==> src/rtl/stbuf_pkg.sv <==
package stbuf_pkg;
  // Outcome of a load lookup against the pending stores
  typedef enum logic [1:0] {
    LK_MISS     = 2'd0,
    LK_FWD      = 2'd1,
    LK_CONFLICT = 2'd2
  } lookup_e;
endpackage

==> src/rtl/stbuf_ptrs.sv <==
module stbuf_ptrs #(
  parameter int DEPTH = 8,
  localparam int PW = $clog2(DEPTH),
  localparam int CW = PW + 1
) (
  input  logic          clk,
  input  logic          rst,
  input  logic          enq,
  input  logic          deq,
  output logic [PW-1:0] head,
  output logic [PW-1:0] tail,
  output logic [CW-1:0] count,
  output logic          full,
  output logic          nonempty
);

  always_ff @(posedge clk) begin
    if (rst) begin
      head  <= '0;
      tail  <= '0;
      count <= '0;
    end else begin
      if (enq) tail <= tail + 1'b1;
      if (deq) head <= head + 1'b1;
      case ({enq, deq})
        2'b10:   count <= count + 1'b1;
        2'b01:   count <= count - 1'b1;
        default: count <= count;
      endcase
    end
  end

  assign full     = (count == CW'(DEPTH));
  assign nonempty = (count != '0);

  // occupancy never exceeds the number of slots
  a_r4_no_overflow: assert property (@(posedge clk) disable iff (rst)
    count <= CW'(DEPTH));

  // simultaneous enqueue and dequeue keep the occupancy
  a_r5_count_hold: assert property (@(posedge clk) disable iff (rst)
    (enq && deq) |=> (count == $past(count)));

  // a lone drain lowers the occupancy by exactly one
  a_r3_drain_step: assert property (@(posedge clk) disable iff (rst)
    (deq && !enq) |=> (count == $past(count) - 1'b1));

endmodule

==> src/rtl/stbuf_search.sv <==
module stbuf_search import stbuf_pkg::*; #(
  parameter int ADDR_W = 30,
  parameter int DATA_W = 32,
  parameter int DEPTH  = 8,
  localparam int BE_W = DATA_W / 8,
  localparam int PW   = $clog2(DEPTH),
  localparam int CW   = PW + 1
) (
  input  logic              ld_valid,
  input  logic [ADDR_W-1:0] ld_addr,
  input  logic [BE_W-1:0]   ld_be,
  input  logic [PW-1:0]     head,
  input  logic [CW-1:0]     count,
  input  logic [ADDR_W-1:0] ent_addr [DEPTH],
  input  logic [DATA_W-1:0] ent_data [DEPTH],
  input  logic [BE_W-1:0]   ent_be   [DEPTH],
  output lookup_e           result,
  output logic [DATA_W-1:0] fwd_data
);

  logic          hit;
  logic [PW-1:0] sel;
  logic [PW-1:0] idx;
  logic          covered;

  // Walk from oldest to youngest; the last match seen is the youngest.
  always_comb begin
    hit = 1'b0;
    sel = '0;
    idx = '0;
    for (int k = 0; k < DEPTH; k++) begin
      idx = head + PW'(k);
      if ((CW'(k) < count) && (ent_addr[idx] == ld_addr)) begin
        hit = 1'b1;
        sel = idx;
      end
    end
  end

  assign covered = ((ent_be[sel] & ld_be) == ld_be);

  always_comb begin
    if (!ld_valid || !hit) result = LK_MISS;
    else if (covered)      result = LK_FWD;
    else                   result = LK_CONFLICT;
  end

  for (genvar b = 0; b < BE_W; b++) begin : g_lane
    assign fwd_data[b*8 +: 8] = (result == LK_FWD && ld_be[b]) ?
                                ent_data[sel][b*8 +: 8] : 8'h00;
  end

endmodule

==> src/rtl/store_buffer.sv <==
module store_buffer import stbuf_pkg::*; #(
  parameter int ADDR_W = 30,
  parameter int DATA_W = 32,
  parameter int DEPTH  = 8,
  localparam int BE_W = DATA_W / 8,
  localparam int PW   = $clog2(DEPTH),
  localparam int CW   = PW + 1
) (
  input  logic              clk,
  input  logic              rst,
  input  logic              st_valid,
  input  logic [ADDR_W-1:0] st_addr,
  input  logic [DATA_W-1:0] st_data,
  input  logic [BE_W-1:0]   st_be,
  output logic              st_stall,
  input  logic              ld_valid,
  input  logic [ADDR_W-1:0] ld_addr,
  input  logic [BE_W-1:0]   ld_be,
  output logic              ld_fwd,
  output logic              ld_conflict,
  output logic [DATA_W-1:0] ld_data,
  output logic              wr_valid,
  input  logic              wr_ready,
  output logic [ADDR_W-1:0] wr_addr,
  output logic [DATA_W-1:0] wr_data,
  output logic [BE_W-1:0]   wr_be
);

  // Entry storage: every slot is compared in parallel, so it stays in flops
  logic [ADDR_W-1:0] ent_addr [DEPTH];
  logic [DATA_W-1:0] ent_data [DEPTH];
  logic [BE_W-1:0]   ent_be   [DEPTH];

  logic [PW-1:0] head, tail;
  logic [CW-1:0] count;
  logic          full, nonempty, enq, deq;
  lookup_e       lk_res;
  logic [DATA_W-1:0] lk_data;

  assign enq      = st_valid && !full;
  assign st_stall = st_valid && full;
  assign deq      = nonempty && wr_ready;

  stbuf_ptrs #(.DEPTH(DEPTH)) u_ptrs (
    .clk      (clk),
    .rst      (rst),
    .enq      (enq),
    .deq      (deq),
    .head     (head),
    .tail     (tail),
    .count    (count),
    .full     (full),
    .nonempty (nonempty)
  );

  always_ff @(posedge clk) begin
    if (enq) begin
      ent_addr[tail] <= st_addr;
      ent_data[tail] <= st_data;
      ent_be[tail]   <= st_be;
    end
  end

  // Drain port presents the oldest entry
  assign wr_valid = nonempty;
  assign wr_addr  = ent_addr[head];
  assign wr_data  = ent_data[head];
  assign wr_be    = ent_be[head];

  stbuf_search #(.ADDR_W(ADDR_W), .DATA_W(DATA_W), .DEPTH(DEPTH)) u_search (
    .ld_valid (ld_valid),
    .ld_addr  (ld_addr),
    .ld_be    (ld_be),
    .head     (head),
    .count    (count),
    .ent_addr (ent_addr),
    .ent_data (ent_data),
    .ent_be   (ent_be),
    .result   (lk_res),
    .fwd_data (lk_data)
  );

  // Lookup result registered to line up with a one-cycle cache read
  always_ff @(posedge clk) begin
    if (rst) begin
      ld_fwd      <= 1'b0;
      ld_conflict <= 1'b0;
      ld_data     <= '0;
    end else begin
      ld_fwd      <= (lk_res == LK_FWD);
      ld_conflict <= (lk_res == LK_CONFLICT);
      ld_data     <= lk_data;
    end
  end

  // a write the cache has not taken stays put
  a_r3_hold_until_taken: assert property (@(posedge clk) disable iff (rst)
    (wr_valid && !wr_ready) |=>
      (wr_valid && $stable(wr_addr) && $stable(wr_data) && $stable(wr_be)));

  // forward and conflict never reported together
  a_r8_exclusive: assert property (@(posedge clk) disable iff (rst)
    !(ld_fwd && ld_conflict));

  // no lookup request, no lookup result
  a_r9_idle_quiet: assert property (@(posedge clk) disable iff (rst)
    !$past(ld_valid) |-> (!ld_fwd && !ld_conflict && ld_data == '0));

  // a full buffer with no drain does not change what it presents
  a_r4_full_holds: assert property (@(posedge clk) disable iff (rst)
    (st_stall && !wr_ready) |=> (wr_valid && $stable(wr_addr)));

endmodule

==> config.mk <==
export PLATFORM = sky130hd
export DESIGN_NAME = store_buffer
export DESIGN_NICKNAME = d
export VERILOG_FILES = /design/src/rtl/stbuf_pkg.sv /design/src/rtl/stbuf_ptrs.sv /design/src/rtl/stbuf_search.sv /design/src/rtl/store_buffer.sv
export SDC_FILE = /design/constraint.sdc
export NUM_CORES = 1
export LEC_CHECK = 0
export BUFFER_PORTS_ARGS = -buffer_cell sky130_fd_sc_hd__buf_4
export CORE_MARGIN = 3
export CORE_UTILIZATION = 40
export CTS_CLUSTER_DIAMETER = 100
export DETAILED_ROUTE_END_ITERATION = 8
export GPL_TIMING_DRIVEN = 0
export PLACE_DENSITY_LB_ADDON = 0.12
export SYNTH_ARGS = -nofsm -noshare
export SYNTH_HDL_FRONTEND = slang
export SYNTH_SLANG_ARGS = --single-unit
==> constraint.sdc <==
create_clock -name clk -period 18.6 [get_ports clk]
set_input_delay 0.93 -clock clk [delete_from_list [all_inputs] [get_ports clk]]
set_output_delay 0.93 -clock clk [all_outputs]
set_load 0.02 [all_outputs]
# Word level (Yosys, flattened, before mapping)

Index checks and enable logic that the tools add are counted.

$lt $le $gt $ge: 19
Mux-type cells: 64
Add/sub/neg operators: 10
Bitwise logic cells: 15
Reduce and logical (&&, ||, !) cells: 26
Eq/ne operators: 14

Operator list:

| kind                                                       | count |
|---|---|
| binary-select mux 30 bit (select 3 bit)                    | 8 |
| 2-to-1 mux 30 bit                                          | 17 |
| bitwise mux 256 bit                                        | 1 |
| bitwise mux 240 bit                                        | 1 |
| equality test 30 bit                                       | 8 |
| binary-select mux 32 bit (select 3 bit)                    | 2 |
| 2-to-1 mux 32 bit                                          | 5 |
| demux 32 bit (select 3 bit)                                | 1 |
| demux 30 bit (select 3 bit)                                | 1 |
| greater-or-equal comparator 4 bit (second input constant)  | 10 |
| inverter 3 -> 4 bit                                        | 10 |
| bitwise mux 32 bit                                         | 1 |
| binary-select mux 4 bit (select 3 bit)                     | 2 |
| 2-to-1 mux 3 bit                                           | 8 |
| 2-to-1 mux 4 bit                                           | 5 |
| logical AND 1 bit                                          | 16 |
| less-than comparator 3 x 4 -> 1 bit (first input constant) | 4 |
| adder 3 bit (second input constant)                        | 4 |
| demux 4 bit (select 3 bit)                                 | 1 |
| less-than comparator 1 x 4 -> 1 bit (first input constant) | 2 |
| less-than comparator 2 x 4 -> 1 bit (first input constant) | 2 |
| 2-to-1 mux 1 bit                                           | 8 |
| one-hot mux 4 bit (2 select lines)                         | 1 |
| OR reduction 2 bit                                         | 4 |
| other kinds (16)                                           | 26 |

Register bits after elaboration: 572
Logic and storage cells: 181

# Depth between registers and ports, before layout

Depth in word-level cells: 26
Gate-level depth with buffers: 33

# By module

Synthesis repeated with hierarchy kept, for this count alone.

Cell total of the unflattened synthesis: 2975
Area total of the unflattened synthesis: 39096.2 µm²

Modules (own cells, without submodules):

| module       | area an instance (µm²) | instances | cells an instance |
|---|---|---|---|
| store_buffer | 20784.9                | 1         | 850 |
| stbuf_search | 17788.3                | 1         | 2072 |
| stbuf_ptrs   | 523.0                  | 1         | 53 |

# Worst setup path before layout

OpenSTA, ideal clock, no wires.

Kind: register to register
Start point: register u_ptrs.head[1]
End point: register ld_data[22]
Data arrival time: 6.407 ns
Stages on the path, launching flop included: 32
Path slack: 12.053 ns
Required time: 18.461 ns
Cells stage by stage: dfxtp_1 buf_4 buf_12 buf_8 buf_8 buf_8 buf_6 clkbuf_1 clkinv_1 clkbuf_1 ha_1 buf_6 buf_6 buf_4 buf_4 mux2i_1 o22ai_1 o31a_1 a2111oi_1 nand4b_1 or4_1 nand3_1 a221o_1 a31oi_1 or2_1 buf_6 buf_12 mux2i_1 mux2_4 o22ai_4 buf_8 a2111oi_2

Word-level cells in the longest chain between the ends: 26

RTL lines:

| what                                                                                                        | line                                   | RTL |
|---|---|---|
| start, declared                                                                                             | stbuf_ptrs.sv:10                       | `output logic [PW-1:0] head,` |
| start signal, assigned                                                                                      | stbuf_ptrs.sv:24                       | `if (deq) head <= head + 1'b1;` |
| adder 3 x 1 -> 3 bit / inverter 3 -> 4 bit (equally long branches)                                          | stbuf_search.sv:32, stbuf_search.sv:33 |  |
| inverter 3 -> 4 bit (not written as such) / binary-select mux 30 bit (select 3 bit) (equally long branches) | stbuf_search.sv:33                     | `if ((CW'(k) < count) && (ent_addr[idx] == ld_addr)) begin` |
| binary-select mux 30 bit (select 3 bit) / 2-to-1 mux 30 bit (equally long branches)                         | stbuf_search.sv:33                     |  |
| 2-to-1 mux 30 bit (not written as such)                                                                     | stbuf_search.sv:33                     |  |
| 2-to-1 mux 30 bit (not written as such) / equality test 30 bit (equally long branches)                      | stbuf_search.sv:33                     |  |
| equality test 30 bit / logical AND 1 bit (equally long branches)                                            | stbuf_search.sv:33                     |  |
| logical AND 1 bit / 2-to-1 mux 3 bit (equally long branches)                                                | stbuf_search.sv:33                     |  |
| 2-to-1 mux 3 bit (7 in a row)                                                                               | stbuf_search.sv:33                     |  |
| [4 not listed]                                                                                              | n/a                                    |  |
| bitwise AND 4 bit                                                                                           | stbuf_search.sv:40                     | `assign covered = ((ent_be[sel] & ld_be) == ld_be);` |
| equality test 4 bit                                                                                         | stbuf_search.sv:40                     |  |
| 2-to-1 mux 2 bit                                                                                            | stbuf_search.sv:44                     | `else if (covered) result = LK_FWD;` |
| 2-to-1 mux 2 bit                                                                                            | stbuf_search.sv:43                     | `if (!ld_valid \|\| !hit) result = LK_MISS;` |
| equality test 2 x 1 -> 1 bit                                                                                | stbuf_search.sv:49                     | `assign fwd_data[b*8 +: 8] = (result == LK_FWD && ld_be[b]) ?` |
| logical AND 1 bit                                                                                           | stbuf_search.sv:49                     |  |
| inverter 1 bit (no line)                                                                                    | n/a                                    |  |
| OR reduction 2 bit (no line)                                                                                | n/a                                    |  |
| end signal, assigned                                                                                        | store_buffer.sv:92                     | `ld_data <= lk_data;` |
| end, declared                                                                                               | store_buffer.sv:21                     | `output logic [DATA_W-1:0] ld_data,` |

Parallel ways exist; a longest one is shown, timed or not. The select of a mux whose other input is x is not followed.
A chain may end at the register's enable or synchronous reset.

# Final worst setup path

Start point: register u_ptrs.head[1]
End point: register ld_data[15]

The elaborated chain is that of the path after synthesis.

==> reports/qor.csv <==
metric,value,unit
powerDensity,149,mW/mm^2
worst_slew_pin_slew,1590,ps
syn_area,0.0366,sq mm
synth_flop_cell,edfxtp_1,
ys_ff_latch,572,
synth_simple_gate_area_share,9.75,%
synth_largest_area_cell,edfxtp_1,
ir_worst_vdd,0.150,mV
path_max_fanout,10,
grt_overflow,0,
crit_path_start,u_ptrs.head[1]$_SDFFE_PP0P_,
clkTransAtPathRegs,60,ps
cp-start-kind,flip-flop,
row_count,110,
cts_tree,yes,
seq_power_share,23.2,%
final_net_count,3190,
io_buffers,193,
cts_resized,0,
synth_top_area_share,43.3,%
clock-sinks,572,
cts_buffers,71,
drc,0,
clk-insertion-delay-late,660,ps
timing.hold.ws,494,ps
intPower,3.38,mW
synth_area_leaders,"edfxtp_1 (43%), mux4_2 (18%), mux2i_1 (7.5%)",
yosysUniqueCellTypes,94,
gp_congestion,1.08,
hold_path.class,input port to flip-flop,
finalSetupViolations,0,
synth.mux.area_fraction,27.2,%
cts_max_level,3,
die_area,0.0952,sq mm
die_x,309,um
p_comb_share,54.8,%
clkPwrFrac,21.9,%
required,19100,ps
floorplan.initialDensity,40.5,%
path_buf_inv,15,
grt_pass1_vias,29400,
avgSynthCellArea,13.2,sq um
fin_skew,37.3,ps
synth-compound-area-share,8.58,%
slowest_delay,1170,ps
syn_inst,2771,
clock_path_buffers,3,
critPathArrivalTime,14120,ps
synth.yosys.warnings,0,
finish.utilization,47.1,%
post-route-period-util,73.2,%
critical_path_class,flip-flop to flip-flop,
wirelength,202000,um
synth_enable_flop_cells,528,
final_common_cell,edfxtp_1,
synthArstFlopShare,0,%
multi_input_area,0.0184,sq mm
grt_pass1_wl,265000,um
p_leak,14.4,nW
clockRootBuffer,clkbuf_16,
finalCriticalPeriod,13620,ps
dp_hpwl,153000,um
dpl_cell_area,0.0402,sq mm
hold_viol,0,
grt_usage,41.7,%
crit_family,buffers and inverters,
final_cell_mix,"edfxtp_1 (528), mux4_2 (285), nand2_1 (281)",
regArea,0.0167,sq mm
postCtsHoldBufs,0,
wl_met2,82000,um
relSlewSlack,-6.02,%
drv_cap,4,
endpoint_kind,flip-flop,
hold_start,st_addr[24],
netSwitchingPower,2.97,mW
antenna_found_initial,19,
drt_first_pass_iters,6,
postLayoutCellArea,0.0426,sq mm
setup_tns,0,ps
dr.first_iter.drc_count,5295,
io_pins,207,
via_per_inst,7.21,
cpMaxStageDelayCell,xnor2_1,
synth_xor_area_share,4.26,%
highest_layer,met5,
fmax,73.4,MHz
total_power,6.35,mW
fillers,7967,
yosys.area_share.adder,0.239,%
routedWlPerCell,46.8,um
vias,31100,
slew_viol_final,36,
synth_nets,2883,
status,finished with violations,
synth_top_family_by_area,multiplexers,
cts_setup_buffers,0,
dr_wl_met3,26200,um
swShare,46.8,%
rsz0062_at_grt,no,
syn_to_final_growth,16.4,%
worstReg2RegStart,u_ptrs.head[1]$_SDFFE_PP0P_,
met1_length,80900,um
drive_gt1_share,27.9,%
coreArea,0.0904,sq mm
failed_checks,"max-capacitance violations, max-slew violations",
die_y,309,um
synth-seq-area-share,45.7,%
ant_nets,0,
grt_max_degree,24,
==> power groups by stage <==
stage	registers [mW]	logic (mW)	clock network (mW)
finish	1.48	3.48	1.39
detailed placement	1.50	3.28	0
floorplan	1.50	1.79	0
CTS	1.48	3.30	1.41
global placement	1.51	3.28	0
global route	1.48	3.44	1.45
==> flip-flops by register name, indices dropped and copies added, names as in the netlist <==
register and flops:
u_ptrs.count 4, u_ptrs.tail 3, ent_addr 240, ent_data 256
u_ptrs.head 3, ld_conflict 1, ent_be 32, ld_fwd 1
ld_data 32
==> cells in the mapped netlist, types with 39 or more instances <==
cell and count:
mux4_2 285, xnor2_1 162, nor3_1 39, a21oi_1 67, a22oi_1 47, nor2_1 102, dfxtp_1 44, edfxtp_1 528
nand2_1 281, nand3_1 77, mux2i_1 273, nand4_1 43, mux2_2 68, clkbuf_1 69
==> cell families (layout without fill, tap and decap cells) <==
family,Yosys count,in the layout
xor gates and xnor gates,178,178
DFF,572,572
and+or+nand+nor,721,721
buffers and inverters,250,609
muxes,630,630
AOI/OAI and AO/OA,413,413
other,0,7
adders and majority gates,7,7
==> area by class of cell <==
cell class | instances | share of cell area (%)
Clock inverter | 33 | 0.878
Multi-Input combinational cell | 1949 | 43.2
Clock buffer | 92 | 4.62
Buffer | 203 | 3.19
Sequential cell | 572 | 39.3
Tap cell | 1176 | 3.45
Antenna cell | 7 | 0.0411
Timing Repair Buffer | 234 | 4.92
Inverter | 47 | 0.420
==> routing by layer <==
metal / up-vias / global-route usage (%)
li1: 11700 / -
met1: 16100 / 57.6
met2: 2657 / 57.7
met3: 589 / 15.3
met4: 24 / 20.5
met5: - / 1.29
==> per-stage QoR <==
stage	setup WS, ps	instances
finish	4980	4313
global route	5230	4306
CTS	5760	4304
detailed placement	5800	4179
global placement	4920	4140
floorplan	12050	2771
==> final timing paths <==
check | depth (start not counted) | slack (ps) | end
setup / recovery | 29 | 4980 | ld_data[15]$_SDFF_PP0_
hold / removal | 1 | 490 | ent_addr[54]$_DFFE_PP_
setup reg to reg | 29 | 4980 | ld_data[15]$_SDFF_PP0_
hold reg to reg | 2 | 510 | u_ptrs.tail[0]$_SDFFE_PP0P_
Power figures use the tool's default switching activity.
